==> config.mk <==
export PLATFORM = sky130hd
export DESIGN_NAME = mem_bank_decoder
export DESIGN_NICKNAME = d
export VERILOG_FILES = /design/src/rtl/mbd_pkg.sv /design/src/rtl/mbd_window_gen.sv /design/src/rtl/mbd_socket_match.sv /design/src/rtl/mbd_prio_pick.sv /design/src/rtl/mem_bank_decoder.sv
export SDC_FILE = /design/constraint.sdc
export NUM_CORES = 1
export LEC_CHECK = 0
export CAP_MARGIN = 20
export CELL_PAD_IN_SITES_DETAIL_PLACEMENT = 0
export CELL_PAD_IN_SITES_GLOBAL_PLACEMENT = 1
export CORE_UTILIZATION = 44
export DETAILED_ROUTE_END_ITERATION = 10
export GPL_TIMING_DRIVEN = 1
export PLACE_DENSITY = 0.93
export SYNTH_ARGS = -nofsm -noshare
export SYNTH_HDL_FRONTEND = slang
export SYNTH_HIERARCHICAL = 1
export SYNTH_SLANG_ARGS = --single-unit
==> constraint.sdc <==
create_clock -name clk -period 14.5 [get_ports clk]
set_input_delay 2.9 -clock clk [delete_from_list [all_inputs] [get_ports clk]]
set_output_delay 2.9 -clock clk [all_outputs]
set_load 0.005 [all_outputs]
==> src/rtl/mbd_pkg.sv <==
package mbd_pkg;

    parameter int NSOCK      = 6;
    parameter int NENT       = 8;
    parameter int ENT_W      = 5;
    parameter int ADDR_W     = 32;
    parameter int UNIT_SHIFT = 23;
    parameter int BIG_UNITS  = 4;

    localparam int UNITS_W = $clog2(BIG_UNITS + 1);
    localparam int OFS_W   = UNIT_SHIFT + $clog2(BIG_UNITS);
    localparam int SEL_W   = $clog2(NSOCK);

    typedef enum logic [1:0] {
        SZ_NONE  = 2'd0,
        SZ_SMALL = 2'd1,
        SZ_LARGE = 2'd2,
        SZ_RSVD  = 2'd3
    } size_code_e;

    typedef struct packed {
        logic               en;
        logic [ENT_W-1:0]   start;
        logic [UNITS_W-1:0] units;
    } window_t;

    typedef struct packed {
        logic             hit;
        logic [OFS_W-1:0] ofs;
    } match_t;

    function automatic logic [UNITS_W-1:0] units_of(input logic [1:0] code);
        case (size_code_e'(code))
            SZ_SMALL: units_of = UNITS_W'(1);
            SZ_LARGE: units_of = UNITS_W'(BIG_UNITS);
            default:  units_of = '0;
        endcase
    endfunction

    function automatic logic [ADDR_W-1:0] to_bytes(input logic [ENT_W:0] u);
        to_bytes = ADDR_W'(u) << UNIT_SHIFT;
    endfunction

endpackage

==> src/rtl/mbd_window_gen.sv <==
module mbd_window_gen
    import mbd_pkg::*;
(
    input  logic [2*NSOCK-1:0]    sock_size,
    input  logic [NENT*ENT_W-1:0] end_tbl,
    input  logic                  auto_place,
    output window_t [NSOCK-1:0]   win
);
    logic [NSOCK-1:0][UNITS_W-1:0] units;
    logic [NSOCK-1:0][ENT_W-1:0]   auto_start;

    // Auto placement: prefix sum of the sizes of lower sockets.
    always_comb begin
        logic [ENT_W-1:0] acc;
        acc = '0;
        for (int s = 0; s < NSOCK; s++) begin
            units[s]      = units_of(sock_size[2*s +: 2]);
            auto_start[s] = acc;
            acc           = acc + ENT_W'(units[s]);
        end
    end

    for (genvar s = 0; s < NSOCK; s++) begin : g_win
        logic [ENT_W-1:0] tbl_start;
        logic [ENT_W-1:0] tbl_end;
        logic             present;

        if (s == 0) begin : g_first
            assign tbl_start = '0;
        end else begin : g_rest
            assign tbl_start = end_tbl[s*ENT_W +: ENT_W];
        end
        assign tbl_end = end_tbl[(s+1)*ENT_W +: ENT_W];
        assign present = (units[s] != '0);

        always_comb begin
            win[s].units = units[s];
            if (auto_place) begin
                win[s].start = auto_start[s];
                win[s].en    = present;
            end else begin
                win[s].start = tbl_start;
                win[s].en    = present && (tbl_end != tbl_start);
            end
        end
    end

endmodule

==> src/rtl/mbd_socket_match.sv <==
module mbd_socket_match
    import mbd_pkg::*;
(
    input  logic [ADDR_W-1:0] addr,
    input  window_t           win,
    output match_t            m
);
    logic [ADDR_W-1:0] base;
    logic [ADDR_W-1:0] limit;
    logic [ADDR_W-1:0] diff;

    assign base  = to_bytes({1'b0, win.start});
    assign limit = to_bytes((ENT_W+1)'(win.units));
    assign diff  = addr - base;

    always_comb begin
        m.hit = win.en && (addr >= base) && (diff < limit);
        m.ofs = diff[OFS_W-1:0];
    end

endmodule

==> src/rtl/mbd_prio_pick.sv <==
module mbd_prio_pick
    import mbd_pkg::*;
(
    input  match_t [NSOCK-1:0] m,
    output logic [NSOCK-1:0]   sel,
    output logic [OFS_W-1:0]   ofs,
    output logic               miss
);
    always_comb begin
        logic             any;
        logic [SEL_W-1:0] idx;
        any = 1'b0;
        idx = '0;
        // Ascending scan: a later (higher) socket overrides a lower one.
        for (int s = 0; s < NSOCK; s++) begin
            if (m[s].hit) begin
                any = 1'b1;
                idx = SEL_W'(s);
            end
        end
        sel  = '0;
        ofs  = '0;
        if (any) begin
            sel[idx] = 1'b1;
            ofs      = m[idx].ofs;
        end
        miss = !any;
    end

endmodule

==> src/rtl/mem_bank_decoder.sv <==
module mem_bank_decoder
    import mbd_pkg::*;
(
    input  logic                  clk,
    input  logic                  rst,
    input  logic                  req_vld,
    input  logic [ADDR_W-1:0]     req_addr,
    input  logic [2*NSOCK-1:0]    sock_size,
    input  logic [NENT*ENT_W-1:0] end_tbl,
    input  logic                  auto_place,
    output logic                  rsp_vld,
    output logic [NSOCK-1:0]      rsp_sel,
    output logic [OFS_W-1:0]      rsp_ofs,
    output logic                  rsp_miss
);
    window_t [NSOCK-1:0] win;
    match_t  [NSOCK-1:0] mt;
    logic [NSOCK-1:0]    nxt_sel;
    logic [OFS_W-1:0]    nxt_ofs;
    logic                nxt_miss;

    mbd_window_gen u_wgen (
        .sock_size  (sock_size),
        .end_tbl    (end_tbl),
        .auto_place (auto_place),
        .win        (win)
    );

    for (genvar s = 0; s < NSOCK; s++) begin : g_match
        mbd_socket_match u_match (
            .addr (req_addr),
            .win  (win[s]),
            .m    (mt[s])
        );
    end

    mbd_prio_pick u_pick (
        .m    (mt),
        .sel  (nxt_sel),
        .ofs  (nxt_ofs),
        .miss (nxt_miss)
    );

    always_ff @(posedge clk) begin
        if (rst) begin
            rsp_vld  <= 1'b0;
            rsp_sel  <= '0;
            rsp_ofs  <= '0;
            rsp_miss <= 1'b0;
        end else begin
            rsp_vld  <= req_vld;
            rsp_sel  <= req_vld ? nxt_sel  : '0;
            rsp_ofs  <= req_vld ? nxt_ofs  : '0;
            rsp_miss <= req_vld ? nxt_miss : 1'b0;
        end
    end

    // the result valid follows the strobe by one cycle
    a_r2_latency: assert property (@(posedge clk) disable iff (rst)
        req_vld |=> rsp_vld);

    a_r2_idle_zero: assert property (@(posedge clk) disable iff (rst)
        !req_vld |=> (!rsp_vld && rsp_sel == '0 && !rsp_miss));

    // a valid result is either a miss or exactly one select
    a_r10_excl: assert property (@(posedge clk) disable iff (rst)
        rsp_vld |-> ($onehot0(rsp_sel) && (rsp_miss == (rsp_sel == '0))));

    a_r10_miss_ofs: assert property (@(posedge clk) disable iff (rst)
        rsp_miss |-> (rsp_ofs == '0));

    for (genvar s = 0; s < NSOCK; s++) begin : g_chk
        // an empty socket is never selected
        a_r6_empty: assert property (@(posedge clk) disable iff (rst)
            (req_vld && units_of(sock_size[2*s +: 2]) == '0) |=> !rsp_sel[s]);

        // a small module never yields an offset beyond its size
        a_r7_ofs_bound: assert property (@(posedge clk) disable iff (rst)
            (req_vld && sock_size[2*s +: 2] == 2'd1) |=>
            (!rsp_sel[s] || rsp_ofs < (OFS_W'(1) << UNIT_SHIFT)));

        // a higher socket that matches wins over this one
        if (s < NSOCK - 1) begin : g_prio
            a_r9_prio: assert property (@(posedge clk) disable iff (rst)
                (req_vld && mt[NSOCK-1].hit) |=> !rsp_sel[s]);
        end
    end

endmodule

==> impl_metrics.toml, run 1 <==
[worst_hold_path]
min_delay_worst_endpoint = "rsp_ofs[10]$_SDFF_PP0_"
hold_path_startpoint = "req_addr[10]"
hold-path-cell-count = 4
worst_hold_path_type = "input port to flop"

[place]
post-dp-hpwl_um = 11060
area_post_placement_um2 = 6720
final_replace_weighted_congestion = 0.8876
io_buffers = 110

[floorplan]
core_um2 = 14590
dieArea_um2 = 15480
floorplan.rows = 44
ios = 121
floorplan.initialDensity = 0.4520
die_y_um = 124.4
die_width_um = 124.4

[layout]
stdcell_area_um2 = 6863
syn2layout_area_growth_pct = 4.080
postLayoutCoreUtil = 0.4704
antenna_cells = 0
layout-drive-gt1-share = 0.07368
num-nets-final = 920

[worst_setup_path]
worstPathCellList = "clkdlybuf4s50_1, inv_1, ha_1, ha_1, ha_1, ha_1, xor2_1, ha_1, a21o_1, and4_4, or4_4, o211ai_2, inv_1, ha_1, o2111ai_1, a2111oi_2, a21oi_1, a211oi_2, clkinv_1, nand2_1, o22ai_1, a2111oi_0, and3b_1"
worst_path_max_delay_cell = "nand2_1"
delay_of_the_slowest_critical_path_stage_ns = 1.00
start_kind = "input port"
critical_path.most_common_cell = "ha_1"
cp_data_arrival_time_ns = 10.44
worstPathMaxFanout = 25
worst_setup_path_end_kind = "flop"
path_class = "input port to flop"
critical_path_required_ns = 14.71

[yosys]
synth_enable_flop_cells = 0
syn-cell-area_um2 = 6594
ys_top_cells_by_count = "152 x buf_4, 75 x inv_1, 66 x ha_1, 37 x nor2_1, 34 x and3b_1"
post_synth_main_area_contributors = "buf_4 17%, ha_1 13%, dfxtp_1 10%, and3b_1 4.5%, mux2i_1 4.4%"
ys_async_sr_fraction = 0
synth_largest_area_cell = "buf_4"
synth_seq_cells = 33
ys.warnings.count = 6
fraction_of_the_yosys_area_taken_by_sequential_cells = 0.1002
netlist_instances = 807
synthesis.area_per_instance_um2 = 8.171
yosysMostFrequentCell = "buf_4"
predominant_post_synthesis_flop_cell = "dfxtp_1"
synth_top_cell_area_share = 0.1731
synth_cell_types = 66

[clocking]
post_cts_resized = 0
clkTransAtPathRegs_ns = 0.06
tritoncts = "done"
cts_setup_buffers = 0
tritoncts_buffer_count = 5
cts_buffer_depth = 2
htree_num_levels = 2
cts_num_sinks = 33
post_cts_hold_buffers = 0
cts-root-buf = "clkbuf_16"

[timing]
tightest_slew_ns = 1.124
max_freq_ghz = 0.09780
report.final.slew_viol_count = 0
period_share = 0.7052
fin_worst_hold_slack_ns = 3.552
fin_tns_setup_ns = 0
report.final.hold_viol_count = 0
setup_repair_after_global_routing_missed_its_margin = "false"
timing.max_slew.rel_slack = 0.2505
final-setup-viol-count = 0
period_minus_slack_ns = 10.23

[power_and_ir_drop]
vdd_ir_max_uv = 36.47
fin_total_pwr_mw = 0.3915
cellPowerDensity_nw_per_um2 = 57.05
static-leakage-power_nw = 2.812

[global_route]
grt_usage = 0.1866
antenna_violations_before_repair = 0
vias_in_the_first_global_route = 5007
grt_pass1_wl_um = 24300
grt.overflow.total = 0
maximum_number_of_pins_on_one_net_before_global_route_repair = 35

[status]
status = "finished, final reports clean"

[job]
drv_cap = 0

[drt]
post_drt_via_cell_ratio = 5.579
num_vias = 5267
postRouteWirelength_um = 14620
first_iter_violations = 368
avgRoutedWirePerCell_um = 15.49
drc_markers = 0
detail_route.first_pass.iterations = 5
drt.antenna.violating_nets = 0
## placed cells by master, fill, tap and decap left out, types with 11 or more instances in the layout
| master | count |
|---|---|
| nor2b_1 | 20 |
| mux2i_1 | 29 |
| and3b_1 | 34 |
| a221oi_1 | 21 |
| clkdlybuf4s50_1 | 110 |
| o21ai_0 | 20 |
| inv_1 | 75 |
| conb_1 | 11 |
| ha_1 | 66 |
| nor2_1 | 37 |
| nor3_1 | 16 |
| a31oi_1 | 12 |
| dfxtp_1 | 33 |
| mux2_2 | 14 |
| a211oi_1 | 18 |
| o22ai_1 | 17 |
| xor2_1 | 30 |
## how the worst max path moves through the flow
stage,cells past startpoint,from,slack [ns],end
2_1_floorplan,24,sock_size[3],6.42,rsp_ofs[14]$_SDFF_PP0_
3_3_place_gp,23,sock_size[3],4.09,rsp_ofs[1]$_SDFF_PP0_
3_5_place_dp,23,sock_size[3],4.07,rsp_ofs[2]$_SDFF_PP0_
4_1_cts,23,sock_size[3],4.27,rsp_ofs[22]$_SDFF_PP0_
5_1_grt,23,sock_size[3],3.64,rsp_ofs[22]$_SDFF_PP0_
6_report,23,sock_size[3],4.27,rsp_ofs[22]$_SDFF_PP0_
## routing by layer
layer / wire (um) / part of all wire / track usage
met4: 342 / 0.023 / 0.04819
met3: 622 / 0.043 / 0.02363
met5: 0 / 0 / 0
met1: 6799 / 0.46 / 0.2516
met2: 6859 / 0.47 / 0.3120
## per-stage QoR
stage,std cells,setup slack [ns]
finish,944,4.275
CTS,944,4.275
global placement,936,4.090
floorplan,817,6.423
global route,944,3.644
detailed placement,936,4.074
## cell type report
cell class,instances,area [um^2]
Multi-Input combinational cell,526,4397
Sequential cell,33,660.6
Tap cell,184,230.2
Fill cell,1428,7726
Inverter,79,301.5
Timing Repair Buffer,114,1131
Clock buffer,5,125.1
Clock inverter,3,17.52
## state kept, by name, summed over array words and instances (netlist names)
| name | count |
|---|---|
| rsp_vld | 1 |
| rsp_ofs | 25 |
| rsp_miss | 1 |
| rsp_sel | 6 |
## logic make-up after synthesis
kind of cell	count (synthesis)	share of synthesized area
adders and majority gates	73	0.1465
DFF	33	0.1002
AOI/OAI and AO/OA	199	0.2383
buffers and inverters	258	0.2387
and+or+nand+nor	159	0.1510
other	1	0.0005687
muxes	43	0.06793
xor gates and xnor gates	41	0.05673
## where the power goes
part           internal, mW  switching, mW  leakage, nW  total, mW
Combinational        0.0938          0.105         2.48      0.199
Clock                0.0628         0.0381       0.0696      0.101
Sequential           0.0916       0.000214        0.266     0.0918
## critical path: cells and delay by family
kind                     cells  cell delay (ns)
AO/OA/AOI/OAI                8             2.24
AND/OR/NAND/NOR              4             1.90
adder cells (fa/ha/maj)      6             1.74
buffers and inverters        4             1.41
XOR/XNOR                     1             0.24
Note: power is estimated with default switching activity, not from simulation.
==> inputs of run 2 (changes only) <==
--- a/config.mk
+++ b/config.mk
@@ -8,10 +8,10 @@
 export CAP_MARGIN = 20
 export CELL_PAD_IN_SITES_DETAIL_PLACEMENT = 0
 export CELL_PAD_IN_SITES_GLOBAL_PLACEMENT = 1
-export CORE_UTILIZATION = 44
+export CORE_UTILIZATION = 41
 export DETAILED_ROUTE_END_ITERATION = 10
 export GPL_TIMING_DRIVEN = 1
-export PLACE_DENSITY = 0.93
+export PLACE_DENSITY = 0.88
 export SYNTH_ARGS = -nofsm -noshare
 export SYNTH_HDL_FRONTEND = slang
 export SYNTH_HIERARCHICAL = 1
==> constraint.sdc (replaced) <==
create_clock -name clk -period 9.92 [get_ports clk]
set_input_delay 1.984 -clock clk [delete_from_list [all_inputs] [get_ports clk]]
set_output_delay 1.984 -clock clk [all_outputs]
set_load 0.005 [all_outputs]
==> run 2 against run 1 <==
Sequential share of layout area shrank 0.052 points. Non-clock buffer count grew 1. Setup slack lost 3.1 ns. Clock-buffer cell count grew 1. Sequential cell count is the same. Routed wire length grew 2.7%. Highest routed layer unchanged. Total power grew 47%. First-iteration DRC count shrank 6.3%. Via count shrank 0.38%. Die area grew 7.2%. Global-route usage shrank 0.60 points. Cell area grew 0.55%.
==> impl_metrics.toml, run 2 (synthesis results as in run 1) <==
[timing]
fin_worst_hold_slack_ns = 2.635
layout_setup_ws_ns = 1.176
max_freq_ghz = 0.1144
period_minus_slack_ns = 8.744
tightest_slew_ns = 1.095
period_share = 0.8814
fin_tns_setup_ns = 0
final-setup-viol-count = 0
timing.max_slew.rel_slack = 0.2699
report.final.hold_viol_count = 0
setup_repair_after_global_routing_missed_its_margin = "false"
report.final.slew_viol_count = 0

[worst_hold_path]
worst_hold_path_type = "input port to flop"

[clocking]
post_cts_hold_buffers = 0
tritoncts_buffer_count = 5
cts_buffer_depth = 2
clkTransAtPathRegs_ns = 0.06
htree_num_levels = 2
cts_setup_buffers = 0
cts-root-buf = "clkbuf_16"
cts_num_sinks = 33
post_cts_resized = 0
tritoncts = "done"

[global_route]
grt_usage = 0.1806
grt.met3_usage = 0.009148
vias_in_the_first_global_route = 4913
globalRouteMet2Util = 0.3154
grt.met1_usage = 0.2486
antenna_violations_before_repair = 0
grt_pass1_wl_um = 24270
maximum_number_of_pins_on_one_net_before_global_route_repair = 35
grt.overflow.total = 0
busiest_grt_layer = "met2"

[place]
post-dp-hpwl_um = 11230
io_buffers = 110
final_replace_weighted_congestion = 0.8967
preCtsSetupSlack_ns = 1.074

[layout]
layout_top_registers = "rsp_ofs: 25 flops, rsp_sel: 6 flops"
syn2layout_area_growth_pct = 4.649
flip_flop_count_of_the_largest_register_after_layout = 25
postLayoutCoreUtil = 0.4473
final_layout_fill_cell_count = 1567
layout.cells.most_common = "clkdlybuf4s50_1"
layout-drive-gt1-share = 0.07359
layout_common_cells = "110 x clkdlybuf4s50_1, 75 x inv_1, 66 x ha_1"
largest-register = "rsp_ofs"
antenna_cells = 0
num-nets-final = 921

[power_and_ir_drop]
cellPowerDensity_nw_per_um2 = 83.13
static-leakage-power_nw = 2.818
vdd_ir_max_uv = 61.48
fin_total_pwr_mw = 0.5736

[floorplan]
die_y_um = 128.8
floorplan.initialDensity = 0.4274
ios = 121
core_um2 = 15430
die_width_um = 128.8
dieArea_um2 = 16590
floorplan.rows = 45

[drt]
postRouteWirelength_um = 15020
drt.antenna.violating_nets = 0
num_vias = 5247
drc_markers = 0
detail_route.first_pass.iterations = 4
first_iter_violations = 345
post_drt_via_cell_ratio = 5.398
avgRoutedWirePerCell_um = 15.45

[job]
drv_cap = 0

[worst_setup_path]
critical_path.most_common_cell = "ha_1"
worstPathCellList = "clkdlybuf4s50_1, inv_1, ha_1, ha_1, ha_1, ha_1, xor2_1, ha_1, a21o_1, and4_4, or4_4, o211ai_2, inv_1, ha_1, o2111ai_1, a2111oi_2, a21oi_1, a211oi_2, clkinv_1, buf_4, nand2_1, o22ai_1, a2111oi_0, and3b_1"
worst_path_max_delay_cell = "nand2_1"
path_class = "input port to flop"
worstPathMaxFanout = 25
start_kind = "input port"
cp_data_arrival_time_ns = 8.96
critical_path_required_ns = 10.13
worst_setup_path_end_kind = "flop"
delay_of_the_slowest_critical_path_stage_ns = 0.72

[status]
status = "finished, final reports clean"
==> run 2: cell types whose count changed in the layout (fill, tap and decap cells not counted), sizes merged <==
cell	delta
buf	+1
clkbuf	+1
clkinvlp	-1
==> run 2: layer usage <==
layer / share of wire / vias to the layer above
met5: 0 / -
met4: 0.0077 / 0
met3: 0.034 / 9
met2: 0.47 / 113
met1: 0.49 / 2421
li1: - / 2704
==> run 2: final cells by class <==
cell class / instances / area, um^2 / share of cell area
Clock inverter: 2 / 10.01 / 0.001451
Timing Repair Buffer: 115 / 1139 / 0.1650
Inverter: 79 / 301.5 / 0.04370
Multi-Input combinational cell: 526 / 4397 / 0.6372
Sequential cell: 33 / 660.6 / 0.09574
Clock buffer: 6 / 128.9 / 0.01868
Tap cell: 211 / 264.0 / 0.03826
==> run 2: worst paths after layout <==
path,from,end,slack (ns),depth (start not counted)
worst min-delay path,req_addr[6],rsp_ofs[6]$_SDFF_PP0_,2.64,4
worst max-delay path,sock_size[3],rsp_ofs[21]$_SDFF_PP0_,1.18,24
==> run 2: power breakdown <==
part	switching (mW)	internal (mW)
Sequential	0.000321	0.134
Combinational	0.155	0.137
Clock	0.0549	0.0921
==> run 2: through the flow <==
stage               instance area (um^2)  cells
CTS                                 6900    972
floorplan                           6631    817
global route                        6900    972
finish                              6900    972
detailed placement                  6761    964
global placement                    6761    964
==> run 2: critical path: cells and delay by family <==
kind	cells	cell delay, ns
AO/OA/AOI/OAI	8	2.39
XOR/XNOR	1	0.23
adder cells (fa/ha/maj)	6	1.69
AND/OR/NAND/NOR	4	1.62
buffers and inverters	5	1.01
